File: src/rtl/bm_dma_channel.sv
module bm_dma_channel (
  input  logic        clk,
  input  logic        rst_n,
  input  logic        reg_wr,
  input  logic [2:0]  reg_addr,
  input  logic [7:0]  reg_wdata,
  output logic [7:0]  reg_rdata,
  output logic        mem_req,
  output logic        mem_we,
  output logic [31:0] mem_addr,
  output logic [31:0] mem_wdata,
  input  logic        mem_ack,
  input  logic        mem_err,
  input  logic [31:0] mem_rdata,
  input  logic        rx_valid,
  input  logic [31:0] rx_data,
  output logic        rx_ready,
  output logic        tx_valid,
  output logic [31:0] tx_data,
  input  logic        tx_ready,
  input  logic        dev_irq
);
  localparam int CNT_W  = 16;
  localparam int WORD_W = CNT_W - 1;

  typedef enum logic [2:0] {S_IDLE, S_DADDR, S_DCNT, S_RX, S_MWR, S_MRD, S_TX} st_t;

  st_t         st, adv_st;
  logic        start, dir, err_f, irq_f;
  logic [1:0]  cap;
  logic [29:0] base, dptr, waddr;
  logic [WORD_W-1:0] left;
  logic        last;
  logic [31:0] buf_q;

  wire busy     = (st != S_IDLE);
  wire wr_cmd   = reg_wr && (reg_addr == 3'd0);
  wire wr_st    = reg_wr && (reg_addr == 3'd2);
  wire go       = wr_cmd && reg_wdata[0] && !start;
  wire mem_st   = (st == S_DADDR) || (st == S_DCNT) || (st == S_MWR) || (st == S_MRD);
  wire [CNT_W:0] cnt_ext = (mem_rdata[CNT_W-1:0] == '0) ? {1'b1, {CNT_W{1'b0}}}
                                                       : {1'b0, mem_rdata[CNT_W-1:0]};
  wire [CNT_W:0] cnt_rnd = cnt_ext + 3;
  wire tx_take  = (st == S_TX) && start && tx_ready;

  logic unused_bits;
  assign unused_bits = ^{mem_rdata[30:CNT_W], cnt_rnd[1:0]};

  // register file
  always_ff @(posedge clk or negedge rst_n) begin
    if (!rst_n) begin
      start <= 1'b0; dir <= 1'b0; err_f <= 1'b0; irq_f <= 1'b0;
      cap <= 2'b00; base <= '0;
    end else begin
      if (wr_cmd) begin
        start <= reg_wdata[0];
        if (!busy) dir <= reg_wdata[3];
      end
      if (wr_st) cap <= reg_wdata[6:5];
      err_f <= (err_f && !(wr_st && reg_wdata[1])) || (mem_st && mem_err);
      irq_f <= (irq_f && !(wr_st && reg_wdata[2])) || dev_irq;
      if (reg_wr) begin
        case (reg_addr)
          3'd4: base[5:0]   <= reg_wdata[7:2];
          3'd5: base[13:6]  <= reg_wdata;
          3'd6: base[21:14] <= reg_wdata;
          3'd7: base[29:22] <= reg_wdata;
          default: ;
        endcase
      end
    end
  end

  always_comb begin
    case (reg_addr)
      3'd0: reg_rdata = {4'b0, dir, 2'b0, start};
      3'd2: reg_rdata = {1'b0, cap, 2'b0, irq_f, err_f, busy};
      3'd4: reg_rdata = {base[5:0], 2'b00};
      3'd5: reg_rdata = base[13:6];
      3'd6: reg_rdata = base[21:14];
      3'd7: reg_rdata = base[29:22];
      default: reg_rdata = 8'h00;
    endcase
  end

  // state after one data word has been moved
  always_comb begin
    if (!start)                 adv_st = S_IDLE;
    else if (left == 1 && last) adv_st = S_IDLE;
    else if (left == 1)         adv_st = S_DADDR;
    else                        adv_st = dir ? S_RX : S_MRD;
  end

  always_ff @(posedge clk or negedge rst_n) begin
    if (!rst_n) begin
      st <= S_IDLE; dptr <= '0; waddr <= '0; left <= '0; last <= 1'b0; buf_q <= '0;
    end else begin
      case (st)
        S_IDLE: if (go) begin st <= S_DADDR; dptr <= base; end
        S_DADDR:
          if (mem_err) st <= S_IDLE;
          else if (mem_ack) begin
            waddr <= mem_rdata[31:2];
            st    <= start ? S_DCNT : S_IDLE;
          end
        S_DCNT:
          if (mem_err) st <= S_IDLE;
          else if (mem_ack) begin
            left <= cnt_rnd[CNT_W:2];
            last <= mem_rdata[31];
            st   <= !start ? S_IDLE : (dir ? S_RX : S_MRD);
          end
        S_RX:
          if (!start) st <= S_IDLE;
          else if (rx_valid) begin buf_q <= rx_data; st <= S_MWR; end
        S_MRD:
          if (mem_err) st <= S_IDLE;
          else if (mem_ack) begin buf_q <= mem_rdata; st <= start ? S_TX : S_IDLE; end
        S_MWR, S_TX:
          if (st == S_MWR && mem_err) st <= S_IDLE;
          else if (st == S_TX && !start) st <= S_IDLE;
          else if ((st == S_MWR && mem_ack) || tx_take) begin
            left  <= left - 1'b1;
            waddr <= waddr + 1'b1;
            if (left == 1) dptr <= dptr + 30'd2;
            st <= adv_st;
          end
        default: st <= S_IDLE;
      endcase
    end
  end

  assign mem_req   = mem_st;
  assign mem_we    = (st == S_MWR);
  assign mem_addr  = (st == S_DADDR) ? {dptr, 2'b00} :
                     (st == S_DCNT)  ? {dptr, 2'b00} + 32'd4 : {waddr, 2'b00};
  assign mem_wdata = buf_q;
  assign rx_ready  = (st == S_RX) && start;
  assign tx_valid  = (st == S_TX) && start;
  assign tx_data   = buf_q;

  a_r3_start_edge: assert property (@(posedge clk) disable iff (!rst_n)
    $rose(busy) |-> $past(go));
  a_r7_dir_hold: assert property (@(posedge clk) disable iff (!rst_n)
    (busy && $past(busy)) |-> $stable(dir));
  a_r10_err_halts: assert property (@(posedge clk) disable iff (!rst_n)
    (mem_req && mem_err) |=> (!busy && err_f));
  a_r11_irq_sets: assert property (@(posedge clk) disable iff (!rst_n)
    dev_irq |=> irq_f);
  a_r6_one_side: assert property (@(posedge clk) disable iff (!rst_n)
    !(mem_req && (rx_ready || tx_valid)));
  a_r8_idle_quiet: assert property (@(posedge clk) disable iff (!rst_n)
    !busy |-> (!mem_req && !rx_ready && !tx_valid));
endmodule

File: config.mk
export PLATFORM = sky130hd
export DESIGN_NAME = bm_dma_channel
export DESIGN_NICKNAME = d
export VERILOG_FILES = /design/src/rtl/bm_dma_channel.sv
export SDC_FILE = /design/constraint.sdc
export NUM_CORES = 1
export LEC_CHECK = 0
export ABC_AREA = 0
export ABC_CLOCK_PERIOD_IN_PS = 4500
export BUFFER_PORTS_ARGS = -buffer_cell sky130_fd_sc_hd__buf_2
export CAP_MARGIN = 5
export CORE_MARGIN = 4
export CORE_UTILIZATION = 39
export DETAILED_ROUTE_END_ITERATION = 10
export PLACE_DENSITY = 0.66
export SYNTH_ARGS = -nofsm -noshare
export SYNTH_HDL_FRONTEND = slang
export SYNTH_SLANG_ARGS = --single-unit
File: constraint.sdc
create_clock -name clk -period 4.5 [get_ports clk]
set_input_delay 0 -clock clk [delete_from_list [all_inputs] [get_ports clk]]
set_output_delay 0 -clock clk [all_outputs]
set_load 0.05 [all_outputs]
==> Word-level counts from Yosys, hierarchy flattened <==
Cells that the tools add are included.
{ "classes": {"add_sub_neg": 5, "eq_ne": 30, "muxes": 47, "bitwise": 2, "reduce_logical": 45} }
{ "ops": {"columns": ["operator", "count"], "rows": [
  ["2-to-1 mux 30 bit", 10],
  ["2-to-1 mux 32 bit", 6],
  ["one-hot mux 30 bit (2 select lines)", 2],
  ["2-to-1 mux 15 bit", 5],
  ["one-hot mux 32 bit (2 select lines)", 1],
  ["2-to-1 mux 3 bit", 18],
  ["one-hot mux 8 bit (6 select lines)", 1],
  ["adder 32 x 3 -> 32 bit, second input constant", 1],
  ["adder 30 x 1 -> 30 bit, second input constant", 1],
  ["adder 30 x 2 -> 30 bit, second input constant", 1],
  ["one-hot mux 15 bit (2 select lines)", 1],
  ["inequality test 2 bit, second input constant", 13],
  ["AND reduction 6 bit", 4],
  ["equality test 3 bit, second input constant", 7],
  ["one-hot mux 3 bit (6 select lines)", 1],
  ["adder 17 x 2 -> 17 bit, second input constant", 1],
  ["2-to-1 mux 17 bit", 1],
  ["logical AND 1 bit", 16],
  ["zero test 16 bit", 1],
  ["equality test 15 x 1 -> 1 bit, second input constant", 1],
  ["subtractor 15 x 1 -> 15 bit, second input constant", 1],
  ["inequality test 3 bit, second input constant", 4],
  ["AND reduction 2 bit", 5],
  ["equality test 3 x 2 -> 1 bit, second input constant", 3],
  ["12 further kinds", 24]
]} }
{ "word_totals": {"register_bits": 147, "input_bits": 83, "out_inout_bits": 108, "word_cells": 144} }

==> Logic depth before layout (Yosys ltp) <==
Gate-level depths: netlist of the first run.
{ "logic_depth": {"ltp_word": 8, "ltp_mapped": 9, "ltp_nobuf": 7} }

==> Worst setup path before layout of the first run <==
Ideal clock, no wire load.
{ "synth_timing": {"kind": "reg-to-output", "start": "reg dptr[1]", "end": "out mem_addr[27]", "t_arrival_ns": 3.315, "required_time_ns": 4.500, "slack_ns": 1.185, "path_stages_with_launch": 7, "path_buffers": 1, "cell_sequence": "dfrtp_1 ha_1 nand4_1 nor4_1 buf_2 nand3_1 o311ai_0"} }
{ "synth_via": {"elab_chain_cells": 3} }
{ "synth_lines": {"columns": ["element", "line_no", "text"], "rows": [
  ["from (decl)", "31", "logic [29:0] base, dptr, waddr;"],
  ["from (signal assigned)", "125", "if (left == 1) dptr <= dptr + 30'd2;"],
  ["adder 32 x 3 -> 32 bit", "136", "(st == S_DCNT) ? {dptr, 2'b00} + 32'd4 : {waddr, 2'b00};"],
  ["2-to-1 mux 32 bit", "136", null],
  ["2-to-1 mux 32 bit", "135", "assign mem_addr = (st == S_DADDR) ? {dptr, 2'b00} :"],
  ["to (decl)", "10", "output logic [31:0] mem_addr,"]
]} }
Every way passes these cells.

==> Worst setup path after layout of the first run <==
Ends and elaborated chain as after synthesis.

==> run summary, run 1 <==
worst setup path class - reg2out
Placer Congestion - 0.912
die outline height - 169 um
setup bufs post-CTS - 0
half-perimeter wire length after detailed placement - 24.9 mm
Top FF cell, synth - dfrtp_1
non-filler instance count after layout - 1719
worst setup slack for register-to-register paths - 1450 ps
endpoint of the most critical setup path - mem_addr[27]
worst-path cell chain - ha_1 -> nand4_1 -> nor4_2 -> nand3_1 -> o311ai_0 -> buf_2
number of top-level pins - 191
wire length of the first global-routing pass - 55.9 mm
VDD IR max - 0.648 mV
WL final - 35.6 mm
remaining design rule violation count - 0
post-cts hold buffer count - 84
residual overflow from global routing - 0
initial antenna violation count - 1
deepest clock path buffer count - 2
nets@finish - 1464
per-cell via count in the routed design - 5.99
number of synthesized register bits - 147
critical path startpoint - dptr[1]$_DFFE_PN0P_
top post-synthesis cells by area - dfrtp_1, nand2_1, a21oi_1
number of clock buffers inserted by TritonCTS - 17
setup_tns - 0 ps
clock tree from TritonCTS - built
overall track demand over capacity in global routing - 24.3%
post-cts repair resize count - 0
standard-cell rows - 58
most frequent standard cell in the layout excluding fill and tap cells - buf_2
logic depth of the worst path, buffers included - 6
R2R Path Start - st[0]$_DFFE_PN0P_
number of DRC markers after the initial detailed-route iteration - 917
Routed wire per std cell - 20.7 um
worst min-delay path category - in2reg
initial standard-cell utilization of the core - 39.9%
clock edge transition at the registers on the reported setup and hold paths - 70 ps
leakage power figure - 5.43 nW
Rel. slew slack - 27.3%
number of warnings printed during yosys synthesis - 0
CP Launch Type - register
Final setup viols - 0
worst-skew pair later-pin latency - 430 ps
Arr. time, crit path - 3610 ps
final number of max-transition violations - 0
Filler cells - 2378
Final Skew - 13.4 ps
total power divided by cell area - 707 nW/um^2
largest delay contributor family on the critical path - simple AND/OR/NAND/NOR gates
count of buffering cells on the critical path with inverters included - 1
biggest area consumer among synthesized cells - dfrtp_1
number of buffers added on ports - 188
share of final-layout standard cells stronger than drive strength 1 - 22.5%
Hold Vio Cnt, Final - 0
slew at the pin closest to its max-slew limit - 1080 ps
number of search-and-repair iterations in the first detailed-routing pass - 6
Crit path required time - 4500 ps
synthesized area per cell - 8.45 sq um
overall die area - 28600 sq um
number of distinct standard cells referenced by the synthesized netlist - 80
number of sinks on the clock net - 147
Cell Count Post-Placement - 1603
Period Utilization, post-route - 80.2%
number of synthesized flops with an enable pin - 0
clock root buffer master - clkbuf_16
via count - 10.3k
portion of synthesized cell area occupied by the leading cell type - 36.3%
hold slack - 22.7 ps
pin count of the biggest net entering global routing - 80
minimum period implied by the final worst setup slack - 3610 ps
area of the core region - 25400 sq um
synthesized cell area - 10100 sq um
vias in the first global route - 9734
commonest non-fill, non-tap cells in the layout - buf_2, dfrtp_1, nand2_1, o21ai_0, a21oi_1
RSZ-0062 raised after global routing - no
Post-Syn Instances - 1200
total of max-cap violations - 0
Chip Width - 169 um
critical path peak fanout - 8
destination of the worst register-to-register timing path - mem_wdata[15]$_DFFE_PN0P_
number of nets still failing antenna checks after routing - 0
outcome - completed
Overall Power - 8.77 mW
timing-limited maximum frequency - 277 MHz
layout overhead on the synthesized area - 22.4%
CTS H-tree lvls - 4
crit-path max cell delay - 780 ps
cell with the largest stage delay on the worst path - o311ai_0
Post-synth ARST share - 100%
count of cells along the worst register-to-register path - 5
portion of the post-synthesis area used by sequential elements - 36.3%
Critical Path Sink Type - output port
## layer usage
metal  vias up  share of wire (%)  global-route usage, %
met1      4903                 43                   33.4
met5         -                  0                      0
li1       4811                  -                      -
met4         0                2.6                   7.53
met2       521                 45                   38.8
met3        57                8.7                   4.71
## synthesized netlist by cell type (4+ instances only)
master     number
o22a_1         20
o2bb2ai_1       9
buf_2          23
a41oi_1         4
nand2b_1        9
nand2_1       130
o31ai_1         7
nor2_1         82
nand4_1        37
a21o_1          7
ha_1            5
a21oi_1        91
nor4_1         15
nor2b_1         7
clkbuf_1       56
nand3_1        45
a32oi_1         6
a2bb2oi_1      12
o21ai_0        91
or2_2           5
mux4_2          5
or3_1           7
dfrtp_1       147
mux2i_1        34
o22ai_1        26
inv_1          15
or4_1           6
o21ai_1         4
o21a_1          8
xnor2_1        10
a22oi_1         5
nor3_1         29
o211ai_1        9
nor3b_1         4
and3_1         13
and4_1          7
mux2_2         40
nor4_2          4
and2_1         13
a31oi_1        40
buf_4          38
a22o_1          7
buf_1          11
## where the power goes
part,switching [mW],total (mW),internal (mW)
clock network,0.603,1.43,0.823
registers,0.843,2.69,1.84
logic,3.35,4.66,1.31
## tightest hold or removal path, delay by kind of cell
family	cells	cell delay, ps
buffers and inverters	1	180
AOI/OAI and AO/OA	2	230
## cell families (layout without fill, tap and decap cells)
kind of cell	count (synthesis)	after routing	share of synthesized area, %
muxes	79	79	8.91
AOI/OAI and AO/OA	377	377	23.8
DFF	147	147	36.3
and+or+nand+nor	433	433	22.1
xor gates and xnor gates	12	12	1.04
buffers and inverters	146	333	7.25
other	1	3	0.0370
adders and majority gates	5	5	0.617
## sequential cells by signal (all words and copies together), names as in the netlist, 2 cells and up
signal	cells
mem_wdata	32
base	30
dptr	30
waddr	30
left	15
st	3
cap	2
## how the worst min path moves through the flow
stage / cells past startpoint / slack (ps) / startpoint / end
after CTS: 3 / 3 / mem_rdata[11] / waddr[9]$_DFFE_PN0P_
after global routing: 3 / 30 / mem_rdata[11] / waddr[9]$_DFFE_PN0P_
after detailed placement: 1 / 50 / rst_n / mem_wdata[19]$_DFFE_PN0P_
final: 3 / 20 / mem_rdata[11] / waddr[9]$_DFFE_PN0P_
after floorplan: 0 / -300 / rst_n / base[0]$_DFFE_PN0P_
after global placement: 1 / 40 / rst_n / mem_wdata[19]$_DFFE_PN0P_
## through the flow
step	setup slack (ps)	area [sq um]	utilization, %
2_1_floorplan	1180	10100	-
3_3_place_gp	1520	11000	43.2
3_5_place_dp	1480	11000	43.2
4_1_cts	1020	12400	48.8
5_1_grt	673	12400	48.9
6_report	893	12400	48.9
## area by class of cell
class / count / area (sq um) / share of cell area, %
Antenna cell: 1 / 2.50 / 0.0202
Clock buffer: 18 / 429 / 3.46
Clock inverter: 13 / 154 / 1.24
Inverter: 15 / 56.3 / 0.454
Multi-Input combinational cell: 908 / 5780 / 46.5
Sequential cell: 147 / 3680 / 29.6
Tap cell: 330 / 413 / 3.33
Timing Repair Buffer: 287 / 1900 / 15.3
Power figures use the tool's default switching activity.
==> inputs of run 2 (changes only) <==
==> config.mk (replaced) <==
export PLATFORM = sky130hd
export DESIGN_NAME = bm_dma_channel
export DESIGN_NICKNAME = d
export VERILOG_FILES = /design/src/rtl/bm_dma_channel.sv
export SDC_FILE = /design/constraint.sdc
export NUM_CORES = 1
export LEC_CHECK = 0
export ABC_AREA = 1
export ABC_CLOCK_PERIOD_IN_PS = 3700
export BUFFER_PORTS_ARGS = -buffer_cell sky130_fd_sc_hd__buf_2
export CAP_MARGIN = 5
export CORE_MARGIN = 4
export CORE_UTILIZATION = 39
export DETAILED_ROUTE_END_ITERATION = 10
export PLACE_DENSITY = 0.65
export SYNTH_ARGS = -nofsm -noshare
export SYNTH_HDL_FRONTEND = slang
export SYNTH_SLANG_ARGS = --single-unit
==> constraint.sdc (replaced) <==
create_clock -name clk -period 3.7 [get_ports clk]
set_input_delay 0 -clock clk [delete_from_list [all_inputs] [get_ports clk]]
set_output_delay 0 -clock clk [all_outputs]
set_load 0.05 [all_outputs]
==> run summary, run 2 <==
outcome - completed
final number of max-transition violations - 0 (unchanged)
clock edge transition at the registers on the reported setup and hold paths - 70 ps (about the same)
area of the core region - 26900 sq um (+5.8%)
total of max-cap violations - 0 (unchanged)
nets@finish - 1978 (+35%)
Routed wire per std cell - 16.6 um (-20%)
Arr. time, crit path - 2990 ps (-620 ps)
Filler cells - 2771 (+17%)
FF/Latch Area - 3680 sq um (unchanged)
WL final - 37.2 mm (+4.5%)
residual overflow from global routing - 0 (unchanged)
Overall Power - 11.0 mW (+26%)
VDD IR max - 0.520 mV (-20%)
final standard cell utilization of the core - 48.0% (-0.88 points)
CTS H-tree lvls - 4 (unchanged)
number of instances on the worst hold path - 5 (+2)
Top FF cell, synth - dfrtp_1
deepest clock path buffer count - 2 (unchanged)
CP Launch Type - register
top post-synthesis cells by area - dfrtp_1, nand2_1, nor2_1
die outline height - 173 um (+2.2%)
Post-Syn Instances - 1686 (+41%)
portion of synthesized cell area occupied by the leading cell type - 34.7% (-1.6 points)
pin count of the biggest net entering global routing - 99 (+24%)
share of final-layout standard cells stronger than drive strength 1 - 13.7% (-8.8 points)
critical path peak fanout - 24 (+16)
number of nets still failing antenna checks after routing - 0 (unchanged)
area used by multi-input combinational logic - 5850 sq um (+1.2%)
wire length of the first global-routing pass - 59.6 mm (+6.6%)
clock root buffer master - clkbuf_16
RSZ-0062 raised after global routing - no
number of clock buffers inserted by TritonCTS - 17 (unchanged)
initial antenna violation count - 0 (-1)
Cell Count Post-Placement - 2134 (+33%)
worst setup path class - reg2out
initial standard-cell utilization of the core - 39.5% (-0.47 points)
number of top-level pins - 191 (unchanged)
number of DRC markers after the initial detailed-route iteration - 1202 (+31%)
clock tree from TritonCTS - built
remaining design rule violation count - 0 (unchanged)
Chip Width - 173 um (+2.2%)
per-cell via count in the routed design - 5.29 (-12%)
number of synthesized flops with an enable pin - 0 (unchanged)
count of cells along the worst register-to-register path - 9 (+4)
worst-skew pair later-pin latency - 440 ps (about the same)
vias in the first global route - 11.1k (+14%)
via count - 11.9k (+15%)
slew at the pin closest to its max-slew limit - 1160 ps (+79.9 ps)
Final Skew - 10.5 ps (-2.86 ps)
Period Utilization, post-route - 80.8%
final setup slack of the worst path - 711 ps (-182 ps)
half-perimeter wire length after detailed placement - 27.2 mm (+9.3%)
number of buffers added on ports - 188 (unchanged)
cell with the most instances after synthesis - nand2_1
commonest cells in the netlist - nand2_1, nor2_1, nand3_1
number of sinks on the clock net - 147 (unchanged)
Placer Congestion - 0.949 (+4.1%)
number of warnings printed during yosys synthesis - 0 (unchanged)
post-cts repair resize count - 0 (unchanged)
Final setup viols - 0 (unchanged)
minimum period implied by the final worst setup slack - 2990 ps
timing-limited maximum frequency - 335 MHz
Post-synth ARST share - 100% (unchanged)
total power divided by cell area - 857 nW/um^2 (+21%)
synthesized area per cell - 6.29 sq um (-26%)
number of search-and-repair iterations in the first detailed-routing pass - 6 (unchanged)
flip-flop count of the largest register after layout - 32 (unchanged)
number of antenna repair diodes - 0 (-1)
biggest area consumer among synthesized cells - dfrtp_1
setup_tns - 0 ps (unchanged)
number of synthesized register bits - 147 (unchanged)
commonest non-fill, non-tap cells in the layout - nand2_1, nor2_1, buf_2, nand3_1, dfrtp_1
number of distinct standard cells referenced by the synthesized netlist - 41 (-49%)
worst min-delay path category - in2reg
standard-cell rows - 60 (+3.4%)
layout overhead on the synthesized area - 21.6%
portion of the post-synthesis area used by sequential elements - 34.7% (-1.6 points)
most frequent standard cell in the layout excluding fill and tap cells - nand2_1
Crit path required time - 3700 ps (-800 ps)
setup bufs post-CTS - 0 (unchanged)
Rel. slew slack - 22.5% (-4.8 points)
leakage power figure - 6.17 nW (+14%)
Critical Path Sink Type - output port
overall track demand over capacity in global routing - 24.2% (-0.059 points)
overall die area - 29900 sq um (+4.4%)
synthesized cell area - 10600 sq um (+4.6%)
non-filler instance count after layout - 2244 (+31%)
post-place setup slack - 850 ps (-632 ps)
Hold Vio Cnt, Final - 0 (unchanged)
[run 2: changes by cell type after synthesis, sizes merged, moves of 20 or more]
cell / change
nand2: +426
nor2: +149
inv: +129
nand3: +120
mux2: -40
o21ai: +40
a31oi: -32
clkbuf: -28
mux2i: -28
nor3: -23
o22ai: -23
nor4: -20
o22a: -20
[run 2: worst paths after layout]
| check | startpoint | end | slack (ps) |
|---|---|---|---|
| max | st[2]$_DFFE_PN0P_ | mem_addr[22] | 710 |
| min | mem_rdata[21] | waddr[19]$_DFFE_PN0P_ | 5 |
| max reg2reg | st[2]$_DFFE_PN0P_ | waddr[9]$_DFFE_PN0P_ | 840 |
| min reg2reg | base[3]$_DFFE_PN0P_ | base[3]$_DFFE_PN0P_ | 490 |
| max in group asynchronous | rst_n | base[8]$_DFFE_PN0P_ | 2580 |
| min in group asynchronous | rst_n | mem_wdata[30]$_DFFE_PN0P_ | 230 |
[run 2: power by group]
group	total (mW)	internal (mW)	switching, mW
registers	3.04	2.25	0.782
clock network	1.76	0.964	0.795
logic	6.25	1.52	4.73
total	11.0	4.74	6.31
[run 2: through the flow]
stage	area [sq um]	hold WS, ps
after CTS	12900	5.54
after detailed placement	11500	189
after floorplan	10600	-296
final	12900	5.20
after global placement	11500	186
after global routing	12900	19.0
[run 2: cells by family after synthesis]
family	share of synthesized area (%)
AOI/OAI and AO/OA	14.0
and+or+nand+nor	39.0
xor gates and xnor gates	0.909
other	0.0354
DFF	34.7
muxes	0.566
adders and majority gates	0.590
buffers and inverters	10.2
[run 2: what timing repair did]
| action | 4_1_cts | 5_1_grt |
|---|---|---|
| hold buffers | 78 | 0 |
| hold endpoints to repair | 184 | 0 |
| endpoints found under the setup margin | 0 | 0 |
[run 2: critical path, cell delays in order (launching register included)]
cell     delay [ps]
dfrtp_1         540
inv_2           160
nand3_1         150
buf_4           250
inv_1           540
buf_4           310
nand2_1          60
o21ai_0         120
o21ai_0         140
buf_2           260
[run 2: layout make-up]
class	count	share of cell area, %
timing repair buffer	276	14.1
clock inverter	14	1.10
tap	341	3.31
clock buffer	18	3.41
inverter	145	4.24
multi-input combinational	1303	45.3
sequential	147	28.5
[run 2: routing by layer]
| layer | wire length [um] | global-route usage [%] | share of wire (%) | vias up |
|---|---|---|---|---|
| met2 | 18000 | 40.3 | 48 | 464 |
| met5 | 0 | 0 | 0 | - |
| met4 | 1010 | 8.05 | 2.7 | 0 |
| met3 | 2220 | 3.06 | 6.0 | 73 |
| li1 | - | - | - | 5837 |
| met1 | 16000 | 32.8 | 43 | 5507 |
